<file path="src/rtl/fifo_regs_pkg.sv">
package fifo_regs_pkg;

    localparam int WORD_W  = 32;
    localparam int ADDR_W  = 3;
    localparam int NUM_SRC = 4;

    // interrupt source positions in the enable and pending registers
    localparam int IRQ_RXPF  = 0;
    localparam int IRQ_TXPE  = 1;
    localparam int IRQ_TXOVF = 2;
    localparam int IRQ_RXUNF = 3;

    typedef enum logic [ADDR_W-1:0] {
        REG_CTRL    = 3'd0,
        REG_THRESH  = 3'd1,
        REG_STATUS  = 3'd2,
        REG_TXDATA  = 3'd3,
        REG_RXDATA  = 3'd4,
        REG_IRQEN   = 3'd5,
        REG_IRQPEND = 3'd6
    } reg_addr_e;

    typedef enum logic {
        ERR_CLEAR,
        ERR_LATCHED
    } err_state_e;

    typedef struct packed {
        logic [1:0] ep;
        logic       rx_rst;
        logic       tx_rst;
    } ctrl_t;

endpackage

</file>
<file path="src/rtl/fifo_err_fsm.sv">
module fifo_err_fsm
    import fifo_regs_pkg::*;
(
    input  logic clk,
    input  logic rst_n,
    input  logic bad_access,
    input  logic fifo_rst,
    output logic flag
);

    err_state_e state_q;
    err_state_e state_d;

    // state register
    always_ff @(posedge clk or negedge rst_n) begin
        if (!rst_n) begin
            state_q <= ERR_CLEAR;
        end else begin
            state_q <= state_d;
        end
    end

    // transitions: the FIFO reset dominates a new bad access
    always_comb begin
        state_d = state_q;
        unique case (state_q)
            ERR_CLEAR:   if (bad_access && !fifo_rst) state_d = ERR_LATCHED;
            ERR_LATCHED: if (fifo_rst)                state_d = ERR_CLEAR;
        endcase
    end

    // outputs
    always_comb begin
        flag = (state_q == ERR_LATCHED);
    end

endmodule

</file>
<file path="src/rtl/fifo_level_cmp.sv">
module fifo_level_cmp #(
    parameter int CNT_W = 12,
    parameter int THR_W = 16,
    parameter bit ABOVE = 1'b1
) (
    input  logic [CNT_W-1:0] count,
    input  logic [THR_W-1:0] thr,
    output logic             hit
);

    localparam int CMP_W = (CNT_W > THR_W) ? CNT_W : THR_W;

    logic [CMP_W-1:0] count_ext;
    logic [CMP_W-1:0] thr_ext;

    assign count_ext = CMP_W'(count);
    assign thr_ext   = CMP_W'(thr);

    generate
        if (ABOVE) begin : g_above
            assign hit = count_ext > thr_ext;
        end else begin : g_below
            assign hit = count_ext < thr_ext;
        end
    endgenerate

endmodule

</file>
<file path="src/rtl/fifo_irq_unit.sv">
module fifo_irq_unit #(
    parameter int N = 4
) (
    input  logic         clk,
    input  logic         rst_n,
    input  logic [N-1:0] src,
    input  logic         en_wr,
    input  logic         pend_wr,
    input  logic [N-1:0] wdata,
    output logic [N-1:0] en_q,
    output logic [N-1:0] pend_q,
    output logic         irq
);

    logic [N-1:0] src_q;
    logic [N-1:0] rise;
    logic [N-1:0] clr;

    assign rise = src & ~src_q;
    assign clr  = pend_wr ? wdata : '0;

    always_ff @(posedge clk or negedge rst_n) begin
        if (!rst_n) begin
            src_q  <= '0;
            en_q   <= '0;
            pend_q <= '0;
        end else begin
            src_q  <= src;
            pend_q <= (pend_q & ~clr) | rise;
            if (en_wr) begin
                en_q <= wdata;
            end
        end
    end

    assign irq = |(pend_q & en_q);

endmodule

</file>
<file path="src/rtl/fifo_regs_ctrl.sv">
module fifo_regs_ctrl
    import fifo_regs_pkg::*;
#(
    parameter int TX_CNT_W = 12,
    parameter int RX_CNT_W = 12
) (
    input  logic                clk,
    input  logic                rst_n,
    input  logic                bus_wr,
    input  logic                bus_rd,
    input  logic [ADDR_W-1:0]   bus_addr,
    input  logic [WORD_W-1:0]   bus_wdata,
    output logic [WORD_W-1:0]   bus_rdata,
    output logic                tx_fifo_rst,
    output logic                rx_fifo_rst,
    output logic [1:0]          ep_sel,
    output logic                tx_push,
    output logic [WORD_W-1:0]   tx_wdata,
    input  logic [TX_CNT_W-1:0] tx_count,
    input  logic                tx_full,
    input  logic                tx_empty,
    output logic                rx_pop,
    input  logic [WORD_W-1:0]   rx_head,
    input  logic [RX_CNT_W-1:0] rx_count,
    input  logic                rx_full,
    input  logic                rx_empty,
    output logic                irq
);

    localparam int THR_W   = WORD_W / 2;
    localparam int CNT_FLD = (WORD_W / 2) - 4;

    reg_addr_e          sel;
    ctrl_t              ctrl_q;
    logic [WORD_W-1:0]  thr_q;
    logic [NUM_SRC-1:0] src;
    logic [NUM_SRC-1:0] en_q;
    logic [NUM_SRC-1:0] pend_q;
    logic               rx_pf;
    logic               tx_pe;
    logic               tx_ovf_flag;
    logic               rx_unf_flag;
    logic               wr_txdata;
    logic               rd_rxdata;
    logic [WORD_W-1:0]  status_w;

    assign sel       = reg_addr_e'(bus_addr);
    assign wr_txdata = bus_wr && (sel == REG_TXDATA);
    assign rd_rxdata = bus_rd && (sel == REG_RXDATA);

    // writable registers
    always_ff @(posedge clk or negedge rst_n) begin
        if (!rst_n) begin
            ctrl_q <= '0;
            thr_q  <= '0;
        end else if (bus_wr) begin
            if (sel == REG_CTRL) begin
                ctrl_q <= '{ep: bus_wdata[5:4], rx_rst: bus_wdata[1], tx_rst: bus_wdata[0]};
            end
            if (sel == REG_THRESH) begin
                thr_q <= bus_wdata;
            end
        end
    end

    assign tx_fifo_rst = ctrl_q.tx_rst;
    assign rx_fifo_rst = ctrl_q.rx_rst;
    assign ep_sel      = ctrl_q.ep;

    // data ports
    assign tx_push  = wr_txdata && !tx_full;
    assign tx_wdata = bus_wdata;
    assign rx_pop   = rd_rxdata && !rx_empty;

    // programmable level flags
    fifo_level_cmp #(.CNT_W(RX_CNT_W), .THR_W(THR_W), .ABOVE(1'b1)) rx_cmp_i (
        .count (rx_count),
        .thr   (thr_q[WORD_W-1:THR_W]),
        .hit   (rx_pf)
    );

    fifo_level_cmp #(.CNT_W(TX_CNT_W), .THR_W(THR_W), .ABOVE(1'b0)) tx_cmp_i (
        .count (tx_count),
        .thr   (thr_q[THR_W-1:0]),
        .hit   (tx_pe)
    );

    // sticky error trackers
    fifo_err_fsm tx_err_i (
        .clk        (clk),
        .rst_n      (rst_n),
        .bad_access (wr_txdata && tx_full),
        .fifo_rst   (ctrl_q.tx_rst),
        .flag       (tx_ovf_flag)
    );

    fifo_err_fsm rx_err_i (
        .clk        (clk),
        .rst_n      (rst_n),
        .bad_access (rd_rxdata && rx_empty),
        .fifo_rst   (ctrl_q.rx_rst),
        .flag       (rx_unf_flag)
    );

    // interrupts
    assign src[IRQ_RXPF]  = rx_pf;
    assign src[IRQ_TXPE]  = tx_pe;
    assign src[IRQ_TXOVF] = tx_ovf_flag;
    assign src[IRQ_RXUNF] = rx_unf_flag;

    fifo_irq_unit #(.N(NUM_SRC)) irq_i (
        .clk     (clk),
        .rst_n   (rst_n),
        .src     (src),
        .en_wr   (bus_wr && (sel == REG_IRQEN)),
        .pend_wr (bus_wr && (sel == REG_IRQPEND)),
        .wdata   (bus_wdata[NUM_SRC-1:0]),
        .en_q    (en_q),
        .pend_q  (pend_q),
        .irq     (irq)
    );

    // status word
    assign status_w = {CNT_FLD'(tx_count), tx_pe, tx_ovf_flag, tx_full, tx_empty,
                       CNT_FLD'(rx_count), rx_pf, rx_unf_flag, rx_full, rx_empty};

    // read mux
    always_comb begin
        case (sel)
            REG_CTRL:    bus_rdata = {{(WORD_W-6){1'b0}}, ctrl_q.ep, 2'b00, ctrl_q.rx_rst, ctrl_q.tx_rst};
            REG_THRESH:  bus_rdata = thr_q;
            REG_STATUS:  bus_rdata = status_w;
            REG_RXDATA:  bus_rdata = rx_head;
            REG_IRQEN:   bus_rdata = {{(WORD_W-NUM_SRC){1'b0}}, en_q};
            REG_IRQPEND: bus_rdata = {{(WORD_W-NUM_SRC){1'b0}}, pend_q};
            default:     bus_rdata = '0;
        endcase
    end

endmodule

</file>
<file path="config.mk">
export PLATFORM = sky130hd
export DESIGN_NAME = fifo_regs_ctrl
export DESIGN_NICKNAME = d
export VERILOG_FILES = /design/src/rtl/fifo_regs_pkg.sv /design/src/rtl/fifo_err_fsm.sv /design/src/rtl/fifo_level_cmp.sv /design/src/rtl/fifo_irq_unit.sv /design/src/rtl/fifo_regs_ctrl.sv
export SDC_FILE = /design/constraint.sdc
export NUM_CORES = 1
export LEC_CHECK = 0
export BUFFER_PORTS_ARGS = -buffer_cell sky130_fd_sc_hd__buf_2
export CELL_PAD_IN_SITES_DETAIL_PLACEMENT = 1
export CELL_PAD_IN_SITES_GLOBAL_PLACEMENT = 1
export CORE_UTILIZATION = 35
export CTS_BUF_LIST = sky130_fd_sc_hd__clkbuf_4 sky130_fd_sc_hd__clkbuf_8 sky130_fd_sc_hd__clkbuf_16
export CTS_CLUSTER_SIZE = 25
export DETAILED_ROUTE_END_ITERATION = 6
export PLACE_DENSITY_LB_ADDON = 0.1
export SETUP_SLACK_MARGIN = 0.5
export SLEW_MARGIN = 25
export SYNTH_ARGS = -nofsm -noshare
export SYNTH_HDL_FRONTEND = slang
export SYNTH_SLANG_ARGS = --single-unit
</file>
<file path="constraint.sdc">
create_clock -name clk -period 2.8 [get_ports clk]
set_clock_uncertainty 0.05 [all_clocks]
set_input_delay 0.28 -clock clk [delete_from_list [all_inputs] [get_ports clk]]
set_output_delay 0.28 -clock clk [all_outputs]
set_load 0.05 [all_outputs]
</file>
=== Word-level counts from Yosys, hierarchy flattened ===
Cells that the tools add are included.

* $add $sub $neg: 0
* Div/mod/pow operators: 0
* Multiply operators: 0
* Multiplexer cells: 8
* Shift operators: 0
* Eq/ne operators: 6
* Bitwise logic cells: 8
* $lt $le $gt $ge: 2
* Reductions and logical operators: 18

{| class="wikitable"
|+ Operators with widths
! operator !! count
|-
| $pmux W32 S6 || 1
|-
| $gt A12 B16 Y1 || 1
|-
| $lt A12 B16 Y1 || 1
|-
| $and A4 B4 Y4 || 3
|-
| $logic_and A1 B1 Y1 || 10
|-
| $eq A3 B3 Y1 const B || 3
|-
| $not A4 Y4 || 2
|-
| $eq A3 B2 Y1 const B || 2
|-
| $logic_not A1 Y1 || 4
|-
| $mux W1 || 4
|-
| $mux W4 || 1
|-
| $or A4 B4 Y4 || 1
|-
| $pmux W1 S2 || 2
|-
| $reduce_and A2 Y1 || 2
|-
| $reduce_or A4 Y1 || 1
|-
| $eq A3 B1 Y1 const B || 1
|-
| $logic_not A3 Y1 || 1
|-
| $not A1 Y1 || 2
|}

* Input port bits: 99
* Register bits after elaboration: 50
* Memories kept: 0
* Bits in latches: 0
* Logic and storage cells: 51
* Output and inout bits: 71
* Memory bits (writable): 0
* Memory bits (read-only): 0

=== Depth between registers and ports, before layout ===
Gate-level depths: netlist of the first run.

* Depth after elaboration: 6
* Mapped depth: 7
* Depth with buffers taken out: 7

=== Modules after synthesis ===
Synthesis of the first run repeated with hierarchy kept, for this count alone.

* Cells, all modules: 369
* Area, all modules: 3,535.9 µm²

{| class="wikitable"
|+ By module, submodules not included
! module !! sequential area each (µm²) !! instances !! cells an instance !! area each (µm²)
|-
| fifo_regs_ctrl || 900.9 || 1 || 251 || 2,429.8
|-
| fifo_irq_unit || 300.3 || 1 || 31 || 429.2
|-
| fifo_level_cmp at rx_cmp_i || 0.0 || 1 || 42 || 311.5
|-
| fifo_level_cmp at tx_cmp_i || 0.0 || 1 || 41 || 295.3
|-
| fifo_err_fsm || 25.0 || 2 || 2 || 35.0
|}

=== Worst setup path before layout of the first run ===
Ideal clock, no wire load.

* Kind: reg-to-output
* Start point: reg thr_q[7]
* End point: out bus_rdata[19]
* Stages on the path, launching flop included: 8
* Required time: 2,470 ps
* Buffers on the path: 0
* Setup slack: 34 ps
* Arrival time: 2,436 ps
* Cell sequence: dfrtp_1 inv_1 ha_1 a41oi_1 o21ai_0 a221oi_1 nand2_1 o21ai_0

* Word-level cells in the longest chain between the ends: 2

{| class="wikitable"
|+ RTL lines
! item !! line !! source
|-
| start: declaration || fifo_regs_ctrl.sv:35 || <nowiki>logic [WORD_W-1:0] thr_q;</nowiki>
|-
| start signal: assignment || fifo_regs_ctrl.sv:61 || <nowiki>thr_q <= bus_wdata;</nowiki>
|-
| $lt A12 B16 Y1 || fifo_level_cmp.sv:23 || <nowiki>assign hit = count_ext < thr_ext;</nowiki>
|-
| $pmux W32 S6 || fifo_regs_ctrl.sv:129 || <nowiki>case (sel)</nowiki>
|-
| end: declaration || fifo_regs_ctrl.sv:13 || <nowiki>output logic [WORD_W-1:0] bus_rdata,</nowiki>
|}

Every way passes these cells.

=== Worst setup path in the final report of the first run ===
* Start point: reg thr_q[24]
* End point: out bus_rdata[3]

* Word-level cells in the longest chain between the ends: 2

{| class="wikitable"
|+ RTL lines
! item !! line !! source
|-
| $gt A12 B16 Y1 || fifo_level_cmp.sv:21 || <nowiki>assign hit = count_ext > thr_ext;</nowiki>
|-
| $pmux W32 S6 || fifo_regs_ctrl.sv:129 ||
|}

Every way passes these cells.

==> run summary, run 1 <==
Initial Utilization: 0.366
crit-path max FO: 2
via count: 3422
Layout area overhead: 32.5%
die area: 0.0102 mm²
Core Region: 0.00937 mm²
Internal: 1.52 mW
Max IR drop VDD: 0.271 mV
layout cells sized above 1: 0.449
Clk Latency, worst-skew pair: 0.30 ns
CTS Buf Count: 5
Finished Layout Cells: 672
sw frac: 0.422
total wire length: 11.8 mm
register area share after synthesis: 0.365
R2R cell count: 8
EDFF count, synth: 0
CTS root buf: clkbuf_8
detailed placement HPWL: 9.03 mm
# H-tree levels: 2
Final ANT Viol Nets: 0
Setup crit start kind: register
All-Layer GR Usage: 0.235
yosys synthesis warning count: 0
syn_area_per_cell: 8.58 µm²
Worst Max-Slew Pin Slew: 0.645 ns
Fmax: 397 MHz
HP Class: in -> reg
ANT cells: 0
synth cell count leaders: nand2_1 (63), o21ai_0 (60), dfrtp_1 (50)
worst endpoint data arrival time: 2.19 ns
top area cells in the synthesized netlist: dfrtp_1 (36%), o21ai_0 (8.8%), ha_1 (8.4%)
Yosys top cell by area: dfrtp_1
final slew viol count: 0
area share of the leading cell type in the synthesized netlist: 0.365
Initial DRT Pass Iterations: 6
met3 routed WL: 439 µm
Gate Count Post-Synth: 400
Clock power frac: 0.175
simple-gate share of the synthesized area: 0.133
reg-to-reg slack, setup: 0.82 ns
Main synth FF type: dfrtp_1
mux share of post-synthesis cell area: 0.0824
IO buf count: 169
Num Clock Sinks: 50
ys async rst share: 1.00
Slew HR: 0.569
Final setup violation count: 0
Synth Area in XOR/XNOR: 0
CP required: 2.47 ns
Final Cycle Share: 0.899
Final Critical Period: 2.52 ns
Top-Level Pins: 170
Std-Cell Rows: 35
logic gate share of total power: 0.444
Synth Area in Adders: 0.0839
Seq cells post-synth: 50
kind of critical path: reg -> out
Synth Net Count: 522
Die Y: 101 µm
largest net degree at the start of global routing: 55
M1 wire length: 4.98 mm
GRT overflow: 0
most frequent cell after synthesis: nand2_1
status: completed
drt initial violations: 122
Net Switching: 1.10 mW
DP Worst Slack: 0.378 ns
RePlAce Congestion: 0.764
CTS tree: done
clock slew at reported path FFs: 0.09 ns
CTS Buffer Depth: 2
Lkg Pwr: 2.22 nW
Fin. Hold Viols: 0
Worst path max stage delay: 0.36 ns
Crit. End Element: primary output
Power Density: 577 mW/mm²
initial antenna violation count: 0
number of max-cap violations: 0
synth unique cells: 38
# DRC: 0
global-route wire length before repair: 18.4 mm
Final WS setup: 0.283 ns
Setup TNS: 0 ns
Final nets: 664
worst hold stages: 3
WL met2: 6.19 mm
Mapped Area: 0.00343 mm²
max layer used: met4
largest family of logic cells by synthesized area: compound AO/OA/AOI/OAI gates
number of global-route vias before repair: 3586
vias per cell: 5.09
Die W: 101 µm
sequential power share: 0.381
Cell Chain, Critical Path: inv_1 > ha_1 > and4_4 > nand4_1 > a21o_1 > a31o_4 > o21ai_4 > buf_6
Critical-path top delay cell: dfrtp_1
dpl cells: 653
WL/cell: 17.5 µm
Synth Area in Compound Gates: 0.205
unrepaired setup endpoints after global routing: yes
[layer usage]
layer,vias up,GRT usage
met5,-,0
met4,0,0.0591
met3,14,0.0298
met2,110,0.436
met1,1650,0.285
li1,1648,-
[repair_timing]
action | in CTS | in global routing
endpoints found under the hold margin | 50 | 0
gates resized for setup | 12 | 21
pin swaps | 8 | 9
hold buffers | 1 | 0
endpoints found under the setup margin | 2 | 2
setup buffers | 7 | 3
[flip-flops by register name, indices dropped and copies added (netlist names)]
name	cells
irq_i.src_q	4
tx_err_i.flag	1
rx_err_i.flag	1
irq_i.pend_q	4
tx_fifo_rst	1
thr_q	32
rx_fifo_rst	1
ep_sel	2
irq_i.en_q	4
[cells in the final DEF (no fill, tap or decap), types with 2 or more instances in the layout]
master,netlist,layout
clkbuf_8,0,6
buf_2,11,167
mux2i_1,8,8
nand4_1,2,2
buf_4,33,19
a211oi_1,2,2
a21oi_1,17,15
nor2b_1,4,2
o21ai_1,0,28
a21o_1,2,2
mux2_2,18,18
inv_2,0,6
and4_4,0,2
a21oi_2,0,2
o21ai_2,0,2
nor2b_2,0,2
inv_1,28,22
o21ai_0,60,29
nor2_1,15,15
dfrtp_1,50,50
buf_6,0,2
nand2_1,63,63
a22oi_1,28,28
ha_4,0,7
ha_1,23,16
nand3_1,3,3
[worst paths after layout]
path | startpoint | to
setup / recovery | thr_q[24] | bus_rdata[3]
hold / removal | bus_wdata[26] | thr_q[26]
setup reg to reg | thr_q[24] | irq_i.pend_q[0]
hold reg to reg | irq_i.src_q[1] | irq_i.pend_q[1]
max in group asynchronous | rst_n | thr_q[13]
min in group asynchronous | rst_n | thr_q[16]
[final cells by class]
type / count / area [µm²]
inverters: 28 / 105
clock inverters: 1 / 5.00
flip-flops and latches: 50 / 1250
fillers: 1208 / 4830
clock buffers: 7 / 90.1
repair buffers: 190 / 1030
multi-input cells: 267 / 1900
well taps: 129 / 161
[metrics by stage]
step	instance area, µm²	util	power [mW]	hold WS, ns
floorplan	3430	-	1.72	-0.0656
global placement	4200	0.448	2.00	0.0246
detailed placement	4200	0.448	2.04	0.0250
CTS	4410	0.470	2.56	0.137
global route	4540	0.485	2.78	0.154
finish	4540	0.485	2.62	0.141
[power by group through the flow]
stage | Sequential [mW] | Clock (mW) | Combinational [mW]
floorplan | 1.01 | 0 | 0.704
global placement | 1.00 | 0 | 0.996
detailed placement | 1.01 | 0 | 1.03
CTS | 0.997 | 0.477 | 1.08
global route | 1.02 | 0.496 | 1.26
finish | 1.00 | 0.458 | 1.16
[worst max-delay path: cells and delay by family, from the launching register on]
kind            cells  cell delay [ns]
flops               1             0.36
compound gates      3             0.63
simple gates        2             0.39
buf+inv             2             0.23
fa+ha+maj           1             0.27
[kinds of logic (layout without fill, tap and decap cells)]
group	after synthesis	after routing
AOI/OAI and AO/OA	118	118
adders and majority gates	23	23
and+or+nand+nor	100	100
muxes	26	26
buffers and inverters	83	226
DFF	50	50
Note: power is estimated with default switching activity, not from simulation.
==> inputs of run 2 (changes only) <==
--- a/config.mk
+++ b/config.mk
@@ -6,13 +6,11 @@
 export NUM_CORES = 1
 export LEC_CHECK = 0
 export BUFFER_PORTS_ARGS = -buffer_cell sky130_fd_sc_hd__buf_2
-export CELL_PAD_IN_SITES_DETAIL_PLACEMENT = 1
-export CELL_PAD_IN_SITES_GLOBAL_PLACEMENT = 1
-export CORE_UTILIZATION = 35
+export CORE_UTILIZATION = 40
 export CTS_BUF_LIST = sky130_fd_sc_hd__clkbuf_4 sky130_fd_sc_hd__clkbuf_8 sky130_fd_sc_hd__clkbuf_16
 export CTS_CLUSTER_SIZE = 25
 export DETAILED_ROUTE_END_ITERATION = 6
-export PLACE_DENSITY_LB_ADDON = 0.1
+export PLACE_DENSITY = 0.71
 export SETUP_SLACK_MARGIN = 0.5
 export SLEW_MARGIN = 25
 export SYNTH_ARGS = -nofsm -noshare
==> run summary, run 2 (synthesis results as in run 1) <==
status: completed
Slew HR: 0.568 (-0.000684)
RePlAce Congestion: 0.825 (+8.0%)
worst endpoint data arrival time: 2.19 ns (about the same)
Crit. End Element: primary output
number of fill cells: 801 (-34%)
crit-path max FO: 3 (+1)
Setup crit start kind: register
CTS Buf Count: 5 (unchanged)
Cell Chain, Critical Path: inv_2 > ha_4 > and4_4 > nand4_1 > a21o_1 > a31o_4 > o21ai_2 > buf_6
DP Worst Slack: 0.373 ns (-0.00433 ns)
GRT overflow: 0 (unchanged)
Core Region: 0.00826 mm² (-12%)
kind of critical path: reg -> out
Worst Max-Slew Pin Slew: 0.648 ns (+0.00271 ns)
initial antenna violation count: 0 (unchanged)
most common cell after layout, fill and taps aside: buf_2
HP Class: in -> async
via count: 3370 (-1.5%)
CTS root buf: clkbuf_8
# H-tree levels: 2 (unchanged)
Die Y: 94.6 µm (-6.3%)
global-route wire length before repair: 15.9 mm (-14%)
Final Cycle Share: 0.899 (about the same)
Top-Level Pins: 170 (unchanged)
CTS Buffer Depth: 2 (unchanged)
Largest register FFs: 32 (unchanged)
Final WS setup: 0.283 ns (-0.000176 ns)
Final ANT Viol Nets: 0 (unchanged)
Clk Latency, worst-skew pair: 0.30 ns (about the same)
Initial DRT Pass Iterations: 4 (-2)
Critical-path top delay cell: dfrtp_1
unrepaired setup endpoints after global routing: yes
detailed placement HPWL: 8.03 mm (-11%)
number of max-cap violations: 0 (unchanged)
Tot Pwr: 2.63 mW (+0.47%)
Worst path max stage delay: 0.38 ns (+0.02 ns)
Initial Utilization: 0.415 (+0.0494)
# DRC: 0 (unchanged)
Layout area overhead: 30.8%
Fin. Hold Viols: 0 (unchanged)
clock slew at reported path FFs: 0.09 ns (about the same)
largest net degree at the start of global routing: 51 (-7.3%)
Largest Register: thr_q
CTS tree: done
All-Layer GR Usage: 0.234 (-0.000592)
number of global-route vias before repair: 3186 (-11%)
Final Critical Period: 2.52 ns (+0.000176 ns)
total wire length: 10.4 mm (-12%)
Final nets: 665 (+0.15%)
most frequent cells in the layout: buf_2 (167), nand2_1 (63), dfrtp_1 (50)
Final setup violation count: 0 (unchanged)
IO buf count: 169 (unchanged)
Max IR drop VDD: 0.240 mV (-11%)
Die W: 94.6 µm (-6.3%)
layout cells sized above 1: 0.434 (-0.0155)
Setup TNS: 0 ns (unchanged)
Fmax: 397 MHz (about the same)
Num Clock Sinks: 50 (unchanged)
Lkg Pwr: 2.24 nW (+1.0%)
ANT cells: 0 (unchanged)
die area: 0.00895 mm² (-12%)
Std-Cell Rows: 33 (-5.7%)
drt initial violations: 162 (+33%)
Power Density: 587 mW/mm² (+1.8%)
final slew viol count: 0 (unchanged)
vias per cell: 5.19 (+2.0%)
WL/cell: 15.9 µm (-9.0%)
CP required: 2.47 ns (about the same)
run 2: changes by cell type in the layout (fill, tap and decap cells not counted), sizes merged:
cell         before  now
buf             189  191
dlygate4sd3       1    0
clkinv            1    0
bufinv            0    1
run 2: layout make-up:
class                      instances  area (µm²)  area share
timing repair buffer             191        1040       0.231
multi-input combinational        267        1850       0.412
clock inverter                     1        30.0     0.00669
clock buffer                       7        83.8      0.0187
inverter                          28         105      0.0234
sequential                        50        1250       0.279
tap                              105         131      0.0293
run 2: worst paths after layout:
kind	slack, ns	from	end	depth (start not counted)
max	0.28	thr_q[25]	bus_rdata[3]	8
min	0.02	rst_n	thr_q[18]	2
max reg2reg	0.97	thr_q[5]	irq_i.pend_q[1]	8
min reg2reg	0.38	irq_i.src_q[2]	irq_i.pend_q[2]	1
max in group asynchronous	2.24	rst_n	thr_q[27]	2
min in group clk	0.14	bus_wdata[10]	thr_q[10]	3
run 2: stage by stage:
stage / util / area, µm² / hold WS (ns) / instances
final: 0.543 / 4490 / 0.0215 / 649
after global placement: 0.506 / 4180 / 0.361 / 631
after CTS: 0.530 / 4380 / 0.0563 / 644
after global routing: 0.543 / 4490 / 0.0749 / 649
after floorplan: - / 3430 / -0.0656 / 400
after detailed placement: 0.506 / 4180 / 0.357 / 631
run 2: worst max-delay path, delay by kind of cell (launching register included):
family | cells | cell delay (ns)
adder cells (fa/ha/maj) | 1 | 0.27
AO/OA/AOI/OAI | 3 | 0.63
buffers and inverters | 2 | 0.25
AND/OR/NAND/NOR | 2 | 0.35
flip-flops | 1 | 0.38
run 2: what timing repair did:
action | in CTS | in global routing
resized for setup | 11 | 10
buffers inserted | 5 | 5
cloned | 0 | 0
hold buffers | 0 | 0
pin swaps | 4 | 4
endpoints found under the setup margin | 4 | 8
run 2: power breakdown:
group          switching (mW)  total, mW  internal, mW
Combinational           0.694       1.11         0.411
Clock                   0.247      0.535         0.287
Sequential              0.115      0.993         0.878
run 2: per-layer routing:
| metal | vias up | share of wire | global-route usage | wire (µm) |
|---|---|---|---|---|
| met1 | 1588 | 0.44 | 0.299 | 4530 |
| li1 | 1648 | - | - | - |
| met3 | 10 | 0.054 | 0.0411 | 557 |
| met2 | 124 | 0.50 | 0.415 | 5130 |
| met5 | - | 0 | 0 | 0 |
| met4 | 0 | 0.012 | 0.0417 | 129 |
